===== src/rtl/icap_pkg.sv =====
package icap_pkg;

  typedef enum logic {
    MODE_WIDTH  = 1'b0,
    MODE_PERIOD = 1'b1
  } icap_mode_e;

  typedef enum logic {
    SEL_A = 1'b0,
    SEL_B = 1'b1
  } icap_sel_e;

  // edge of the requested polarity: pol=1 selects rising
  function automatic logic pick_edge(input logic pol, input logic rise, input logic fall);
    return pol ? rise : fall;
  endfunction

  // edge opposite to the requested polarity
  function automatic logic other_edge(input logic pol, input logic rise, input logic fall);
    return pol ? fall : rise;
  endfunction

endpackage


===== src/rtl/icap_edge_sync.sv =====
module icap_edge_sync #(
  parameter int unsigned SYNC_STAGES = 2
) (
  input  logic clk,
  input  logic rst_n,
  input  logic pin_in,
  output logic rise_evt,
  output logic fall_evt
);

  logic [SYNC_STAGES-1:0] chain;
  logic                   last_lvl;
  logic                   cur_lvl;

  for (genvar i = 0; i < SYNC_STAGES; i++) begin : g_stage
    if (i == 0) begin : g_first
      always_ff @(posedge clk or negedge rst_n) begin
        if (!rst_n) chain[0] <= 1'b0;
        else        chain[0] <= pin_in;
      end
    end else begin : g_next
      always_ff @(posedge clk or negedge rst_n) begin
        if (!rst_n) chain[i] <= 1'b0;
        else        chain[i] <= chain[i-1];
      end
    end
  end

  assign cur_lvl = chain[SYNC_STAGES-1];

  always_ff @(posedge clk or negedge rst_n) begin
    if (!rst_n) last_lvl <= 1'b0;
    else        last_lvl <= cur_lvl;
  end

  assign rise_evt = cur_lvl & ~last_lvl;
  assign fall_evt = ~cur_lvl & last_lvl;

endmodule


===== src/rtl/icap_capture.sv =====
module icap_capture
  import icap_pkg::*;
#(
  parameter int unsigned TB_W = 24
) (
  input  logic            clk,
  input  logic            rst_n,
  input  logic [TB_W-1:0] tbase,
  input  logic            cfg_period,
  input  logic            cfg_pol,
  input  logic            rise_evt,
  input  logic            fall_evt,
  input  logic            a_blocked,
  output logic [TB_W-1:0] cap_a,
  output logic [TB_W-1:0] cap_b,
  output logic            pend,
  output logic            lead_evt,
  output logic            a_evt,
  output logic            a_commit,
  output logic            meas_commit
);

  icap_mode_e      mode, mode_q;
  logic            pol_q;
  logic            cfg_chg;
  logic            armed;
  logic            trail_evt;
  logic            per_evt;
  logic            a_meas;
  logic            want_a;
  logic [TB_W-1:0] held;
  logic            held_meas;
  logic [TB_W-1:0] a_value;
  logic            a_value_meas;

  assign mode    = icap_mode_e'(cfg_period);
  assign cfg_chg = (mode != mode_q) || (cfg_pol != pol_q);

  assign lead_evt  = !cfg_chg && (mode == MODE_WIDTH)  && pick_edge(cfg_pol, rise_evt, fall_evt);
  assign trail_evt = !cfg_chg && (mode == MODE_WIDTH)  && other_edge(cfg_pol, rise_evt, fall_evt);
  assign per_evt   = !cfg_chg && (mode == MODE_PERIOD) && pick_edge(cfg_pol, rise_evt, fall_evt);

  assign a_evt  = (trail_evt && armed) || per_evt;
  assign a_meas = trail_evt || (per_evt && armed);
  assign want_a = a_evt || pend;

  assign a_value      = a_evt ? tbase  : held;
  assign a_value_meas = a_evt ? a_meas : held_meas;

  assign a_commit    = want_a && !a_blocked;
  assign meas_commit = a_commit && a_value_meas;

  always_ff @(posedge clk or negedge rst_n) begin
    if (!rst_n) begin
      mode_q <= MODE_WIDTH;
      pol_q  <= 1'b0;
    end else begin
      mode_q <= mode;
      pol_q  <= cfg_pol;
    end
  end

  always_ff @(posedge clk or negedge rst_n) begin
    if (!rst_n)         armed <= 1'b0;
    else if (cfg_chg)   armed <= 1'b0;
    else if (lead_evt)  armed <= 1'b1;
    else if (trail_evt) armed <= 1'b0;
    else if (per_evt)   armed <= 1'b1;
  end

  always_ff @(posedge clk or negedge rst_n) begin
    if (!rst_n) begin
      cap_a     <= '0;
      pend      <= 1'b0;
      held      <= '0;
      held_meas <= 1'b0;
    end else begin
      pend <= want_a && a_blocked;
      if (a_commit) cap_a <= a_value;
      if (want_a && a_blocked) begin
        held      <= a_value;
        held_meas <= a_value_meas;
      end
    end
  end

  always_ff @(posedge clk or negedge rst_n) begin
    if (!rst_n)        cap_b <= '0;
    else if (lead_evt) cap_b <= tbase;
    else if (per_evt)  cap_b <= pend ? held : cap_a;
  end

endmodule


===== src/rtl/icap_flag.sv =====
module icap_flag (
  input  logic clk,
  input  logic rst_n,
  input  logic set_evt,
  input  logic clr_req,
  output logic flag_q
);

  always_ff @(posedge clk or negedge rst_n) begin
    if (!rst_n)       flag_q <= 1'b0;
    else if (set_evt) flag_q <= 1'b1;
    else if (clr_req) flag_q <= 1'b0;
  end

endmodule


===== src/rtl/icap_channel.sv =====
module icap_channel
  import icap_pkg::*;
#(
  parameter int unsigned TB_W        = 24,
  parameter int unsigned SYNC_STAGES = 2
) (
  input  logic            clk,
  input  logic            rst_n,
  input  logic [TB_W-1:0] tbase,
  input  logic            pin_in,
  input  logic            cfg_period,
  input  logic            cfg_pol,
  input  logic            rd_en,
  input  logic            rd_sel,
  output logic [TB_W-1:0] rd_data,
  input  logic            flag_wr,
  input  logic            flag_wdata,
  output logic            flag
);

  logic            rise_evt;
  logic            fall_evt;
  logic            a_blocked;
  logic            clr_req;
  logic [TB_W-1:0] cap_a;
  logic [TB_W-1:0] cap_b;
  logic            pend;
  logic            lead_evt;
  logic            a_evt;
  logic            a_commit;
  logic            meas_commit;

  assign a_blocked = rd_en && (icap_sel_e'(rd_sel) == SEL_A);
  assign clr_req   = flag_wr && flag_wdata;
  assign rd_data   = (icap_sel_e'(rd_sel) == SEL_B) ? cap_b : cap_a;

  icap_edge_sync #(.SYNC_STAGES(SYNC_STAGES)) u_sync (
    .clk      (clk),
    .rst_n    (rst_n),
    .pin_in   (pin_in),
    .rise_evt (rise_evt),
    .fall_evt (fall_evt)
  );

  icap_capture #(.TB_W(TB_W)) u_cap (
    .clk         (clk),
    .rst_n       (rst_n),
    .tbase       (tbase),
    .cfg_period  (cfg_period),
    .cfg_pol     (cfg_pol),
    .rise_evt    (rise_evt),
    .fall_evt    (fall_evt),
    .a_blocked   (a_blocked),
    .cap_a       (cap_a),
    .cap_b       (cap_b),
    .pend        (pend),
    .lead_evt    (lead_evt),
    .a_evt       (a_evt),
    .a_commit    (a_commit),
    .meas_commit (meas_commit)
  );

  icap_flag u_flag (
    .clk     (clk),
    .rst_n   (rst_n),
    .set_evt (meas_commit),
    .clr_req (clr_req),
    .flag_q  (flag)
  );

endmodule


===== config.mk =====
export PLATFORM = sky130hd
export DESIGN_NAME = icap_channel
export DESIGN_NICKNAME = d
export VERILOG_FILES = /design/src/rtl/icap_pkg.sv /design/src/rtl/icap_edge_sync.sv /design/src/rtl/icap_capture.sv /design/src/rtl/icap_flag.sv /design/src/rtl/icap_channel.sv
export SDC_FILE = /design/constraint.sdc
export NUM_CORES = 1
export LEC_CHECK = 0
export ABC_CLOCK_PERIOD_IN_PS = 3000
export BUFFER_PORTS_ARGS = -buffer_cell sky130_fd_sc_hd__buf_2
export CORE_MARGIN = 8
export CORE_UTILIZATION = 59
export CTS_BUF_LIST = sky130_fd_sc_hd__clkbuf_4
export DETAILED_ROUTE_END_ITERATION = 10
export GPL_ROUTABILITY_DRIVEN = 0
export PLACE_DENSITY = 0.81
export RECOVER_POWER = 100
export SYNTH_ARGS = -nofsm -noshare
export SYNTH_HDL_FRONTEND = slang
export SYNTH_SLANG_ARGS = --single-unit

===== constraint.sdc =====
create_clock -name clk -period 3 [get_ports clk]
set_input_delay 0.15 -clock clk [delete_from_list [all_inputs] [get_ports clk]]
set_output_delay 0.15 -clock clk [all_outputs]
set_load 0.005 [all_outputs]

## Yosys cells after proc, flatten, opt, wreduce, memory -nomap -nowiden

Index checks and enable logic that the tools add are counted.

- Logic and storage cells: 55
- Output and inout port bits: 25
- Bits in registers: 81
- Input port bits: 33

- Equality and inequality tests: 2
- Bitwise gates (word level): 6
- Multiplexer cells: 14
- Reductions and logical operators: 21

Operators by type and width:

| operator | number |
|---|---|
| $mux W24 | 5 |
| $logic_and A1 B1 Y1 | 12 |
| $mux W1 | 9 |
| $logic_or A1 B1 Y1 | 4 |
| $not A1 Y1 | 4 |
| $reduce_bool A2 Y1 | 2 |
| $reduce_bool A4 Y1 | 1 |
| $and A1 B1 Y1 | 2 |
| $logic_not A1 Y1 | 2 |
| $ne A1 B1 Y1 | 2 |

## Logic depth before layout (Yosys ltp)

- Depth after elaboration: 11
- Gate-level depth with buffers: 6
- Gate-level depth less buffers: 4

## Modules after synthesis

From an unflattened synthesis, not the netlist that was laid out.

- Cell total of the unflattened synthesis: 388
- Area total of the unflattened synthesis: 4365.4 um^2

Modules (own cells, without submodules):

| module | cells an instance | area an instance (um^2) | sequential area each (um^2) | times used |
|---|---|---|---|---|
| icap_capture | 351 | 3833.7 | 1926.8 | 1 |
| icap_channel | 29 | 405.4 | 0.0 | 1 |
| icap_edge_sync | 5 | 90.1 | 75.1 | 1 |
| icap_flag | 3 | 36.3 | 25.0 | 1 |

## Worst setup path after synthesis

Ideal clock, no wire load.

- Path type: reg2reg
- Start point: reg u_sync.last_lvl
- End point: reg u_cap.held[0]
- Path buffers: 1
- Arrival time: 2.114 ns
- Required time: 2.872 ns
- Stages on the path, launching flop included: 6
- Slack: 0.758 ns
- Library setup time: 0.128 ns
- Period minus slack after synthesis: 2.242 ns
- Cells stage by stage: dfrtp_1 > or4b_4 > a2111oi_4 > o21ai_2 > buf_2 > mux2_1

- Word-level cells in the longest chain between the ends: 8

Ends and longest elaborated chain:

| item | RTL line | text |
|---|---|---|
| start: declaration | icap_edge_sync.sv:12 | `logic last_lvl;` |
| start signal: assignment | icap_edge_sync.sv:33 | `else last_lvl <= cur_lvl;` |
| $not A1 Y1 | icap_edge_sync.sv:36 | `assign rise_evt = cur_lvl & ~last_lvl;` |
| $and A1 B1 Y1 | icap_edge_sync.sv:36 |  |
| $mux W1 | icap_pkg.sv:20 | `return pol ? fall : rise;` |
| $logic_and A1 B1 Y1 | icap_capture.sv:40 | `assign trail_evt = !cfg_chg && (mode == MODE_WIDTH) && other_edge(cfg_pol, rise_evt, fall_evt);` |
| $logic_and A1 B1 Y1 | icap_capture.sv:43 | `assign a_evt = (trail_evt && armed) \|\| per_evt;` |
| $logic_or A1 B1 Y1 * | icap_capture.sv:43 |  |
| $logic_or A1 B1 Y1 | icap_capture.sv:45 | `assign want_a = a_evt \|\| pend;` |
| $logic_and A1 B1 Y1 | icap_capture.sv:80 | `if (want_a && a_blocked) begin` |
| end signal: assignment | icap_capture.sv:81 | `held <= a_value;` |
| end: declaration | icap_capture.sv:31 | `logic [TB_W-1:0] held;` |

Mark *: on every way between the ends. The rest lies on a longest branch, timed or not.
A chain may end at the register's enable or synchronous reset.

## Worst setup path after layout

- Start point: in cfg_pol
- End point: reg u_cap.cap_a[13]

- Word-level cells in the longest chain between the ends: 9

Ends and longest elaborated chain:

| item | RTL line | text |
|---|---|---|
| start: declaration | icap_channel.sv:12 | `input logic cfg_pol,` |
| $ne A1 B1 Y1 | icap_capture.sv:37 | `assign cfg_chg = (mode != mode_q) \|\| (cfg_pol != pol_q);` |
| $logic_or A1 B1 Y1 | icap_capture.sv:37 |  |
| $logic_not A1 Y1 | icap_capture.sv:40, icap_capture.sv:41 |  |
| $logic_and A1 B1 Y1 (2 in a row) | icap_capture.sv:40 |  |
| $logic_and A1 B1 Y1 | icap_capture.sv:43 |  |
| $logic_or A1 B1 Y1 * | icap_capture.sv:43 |  |
| $logic_or A1 B1 Y1 | icap_capture.sv:45 |  |
| $logic_and A1 B1 Y1 | icap_capture.sv:50 | `assign a_commit = want_a && !a_blocked;` |
| end signal: assignment | icap_capture.sv:79 | `if (a_commit) cap_a <= a_value;` |
| end: declaration | icap_capture.sv:14 | `output logic [TB_W-1:0] cap_a,` |

Marked as above.

==> results.md <==
- Most used flip-flop cell after synthesis: dfrtp_1
- Post-Synth Adder-Cell Area: 0
- DRT iter0 DRCs: 254
- Syn_nets: 468
- Clk sinks: 81
- Largest stage delay, worst path: 0.62 ns
- Synth Area in XOR/XNOR: 0.00421
- Setup TNS: 0 ns
- Antenna cells: 0
- Cell count along the critical path: 7
- Number of synthesized flops with an enable pin: 0
- Failing checks: capacitance limit, slew limit
- Vias in the first global route: 3684
- Slew Limit Fails: 94
- Layout overhead on the synthesized area: 16.5%
- Routed Antenna Nets: 0
- I/O pins: 58
- Initial antenna violation count: 0
- GRT Total Usage: 0.215
- Placed Cells: 563
- Post-synthesis compound-gate area fraction: 0.180
- Measured slew at the worst slew-check pin: 1.97 ns
- Worst Path Buf+Inv: 3
- Pwr Total: 2.86 mW
- CTS Buffer Depth: 2
- First-pass GRT wire length: 17400 um
- Router iterations before antenna repair: 4
- Fin crit share: 0.914
- Reg2reg path depth: 5
- End of the worst register-to-register path: u_cap.cap_a[13]
- Hold WC Path Type: in2reg
- DP HPWL: 6640 um
- CP endpoint: u_cap.cap_a[13]
- Achievable frequency: 0.365 GHz
- Worst setup startpoint: cfg_pol
- Die width: 99.9 um
- Place WS: 0.285 ns
- Final WS setup: 0.257 ns
- Largest net degree at the start of global routing: 82
- Gr ovfl total: 0
- Worst rel slew slack: -0.317
- DR WL/cell: 16.6 um
- H-tree levels: 3
- Reg2reg start: u_sync.last_lvl
- FF-to-FF setup slack: 0.29 ns
- Post-CTS sizing: 0
- Syn avg cell area: 9.56 um2
- Fraction of layout cells with a size suffix above 1: 0.124
- Via count: 3508
- Register area: 0.00203 mm2
- Mapped Area: 0.00416 mm2
- Unrepaired setup endpoints after global routing: false
- Finish-stage setup viols: 0
- Die Y: 99.9 um
- CP top delay family: simple AND/OR/NAND/NOR gates
- Fillcell total: 509
- Die area: 0.00999 mm2
- Hold Vio Cnt, Final: 0
- Final Non-Filler Cells: 606
- Status: finished with violations
- Vias per cell: 5.79
- Commonest cells after routing, fill and taps aside: 81 x dfrtp_1, 76 x nand2_1, 73 x o21ai_0
- Synth Area in Simple Gates: 0.148
- Post-layout min period: 2.74 ns
- FF+latch count, synth: 81
- Slowest-stage cell, CP: or2_0
- Initial Util: 0.612
- Required time worst endpoint: 3.26 ns
- Mux cell area share after synthesis: 0.123
- PwrDens: 590 mW/mm2
- Final WL: 10100 um
- Max Cap Viol: 2
- Multi-input gate area: 0.00185 mm2
- Part of the Yosys area used for sequential elements: 0.488
- Crit end category: flip-flop
- P_leak: 2.36 nW
- IO Port Bufs: 57
- CP cell instances: dlygate4sd3_1 -> clkbuf_1 -> or4b_1 -> a2111oi_4 -> or2_0 -> buf_12 -> a221oi_1
- Hold Startpoint: flag_wdata
- Mapped Cells: 435
- Clock latency on the worst-skew pair: 0.42 ns
- CTS Buf Count: 9
- Yosys Warn Count: 0
- CTS tree: done
- CP max FO: 17
- CP Class: in2reg
- Largest family of logic cells by synthesized area: compound AO/OA/AOI/OAI gates
- DRC Markers: 0
- WP data arrival: 3.00 ns
- Fin nets: 539
- Ys async rst share: 1.00
- Core area: 0.00679 mm2
- Worst-path clk slew: 0.11 ns
- CP startpoint kind: input pin
- Commonest non-fill, non-tap cell in the layout: dfrtp_1
- Skew final: 0.0133 ns
- Rows: 30
- Root Buffer: clkbuf_4
- Number of distinct library cells after synthesis: 36
- Worst IR Drop VDD: 326 uV
[per-layer routing]
| metal | wire length [um] | global-route usage | vias to the layer above |
|---|---|---|---|
| met1 | 4220 | 0.255 | 1691 |
| met2 | 5090 | 0.370 | 114 |
| li1 | - | - | 1677 |
| met4 | 214 | 0.0850 | 0 |
| met3 | 549 | 0.0484 | 26 |
| met5 | 0 | 0 | - |
[worst min-delay path, cell delays in order]
cell and delay, ns:
buf_2 0.10, nand2_1 0.06, nand2_1 0.05, o221ai_1 0.07
[sequential cells by signal (all words and copies together) (netlist names)]
| signal | cells |
|---|---|
| u_cap.armed | 1 |
| u_cap.cap_a | 24 |
| u_cap.cap_b | 24 |
| u_cap.held | 24 |
| u_cap.held_meas | 1 |
| u_cap.mode_q | 1 |
| u_cap.pend | 1 |
| u_cap.pol_q | 1 |
| u_flag.flag_q | 1 |
| u_sync.chain | 1 |
| u_sync.cur_lvl | 1 |
| u_sync.last_lvl | 1 |
[stage by stage]
| stage | utilization | instance area [um2] | hold WS (ns) |
|---|---|---|---|
| after global routing | 0.713 | 4840 | 0.0609 |
| final | 0.713 | 4840 | 0.0559 |
| after global placement | 0.670 | 4550 | 0.260 |
| after detailed placement | 0.670 | 4550 | 0.262 |
| after CTS | 0.730 | 4960 | 0.0459 |
| after floorplan | - | 4160 | -0.146 |
[logic make-up after synthesis]
family | count (synthesis)
buf+inv | 60
flops | 81
mux | 48
compound gates | 108
simple gates | 136
xor+xnor | 2
[cell type report]
cell class	instances	area share
well taps	96	0.0248
clock inverters	4	0.00930
repair buffers	95	0.130
multi-input cells	294	0.381
clock buffers	11	0.0170
inverters	25	0.0194
flip-flops and latches	81	0.418
[Yosys cell counts (all sizes together), types with 2 or more instances]
master  count  share of area
nand2      76          0.069
mux2i      24          0.058
mux2       24          0.065
nor4       24          0.036
dfrtp      81           0.49
clkbuf     25          0.023
inv        25          0.023
o21ai      76          0.092
a221oi     24          0.066
buf        10          0.012
xnor2       2         0.0042
nor2       26          0.023
[power by group]
| group | switching (mW) | total [mW] | internal, mW |
|---|---|---|---|
| combinational | 0.401 | 0.733 | 0.332 |
| clock | 0.360 | 0.624 | 0.264 |
| sequential | 0.134 | 1.50 | 1.37 |
| total | 0.896 | 2.86 | 1.96 |
[worst min-delay path by stage]
stage,to,slack (ns),cells after the start
2_1_floorplan,u_cap.armed,-0.15,0
3_3_place_gp,u_sync.chain[0],0.26,1
3_5_place_dp,u_sync.chain[0],0.26,1
4_1_cts,u_flag.flag_q,0.05,4
5_1_grt,u_flag.flag_q,0.06,4
6_report,u_flag.flag_q,0.06,4
[timing repair]
item,4_1_cts,5_1_grt
hold buffers,28,0
endpoints found under the hold margin,108,0
buffers inserted,0,0
No activity file was read; power rests on OpenSTA's default activity.
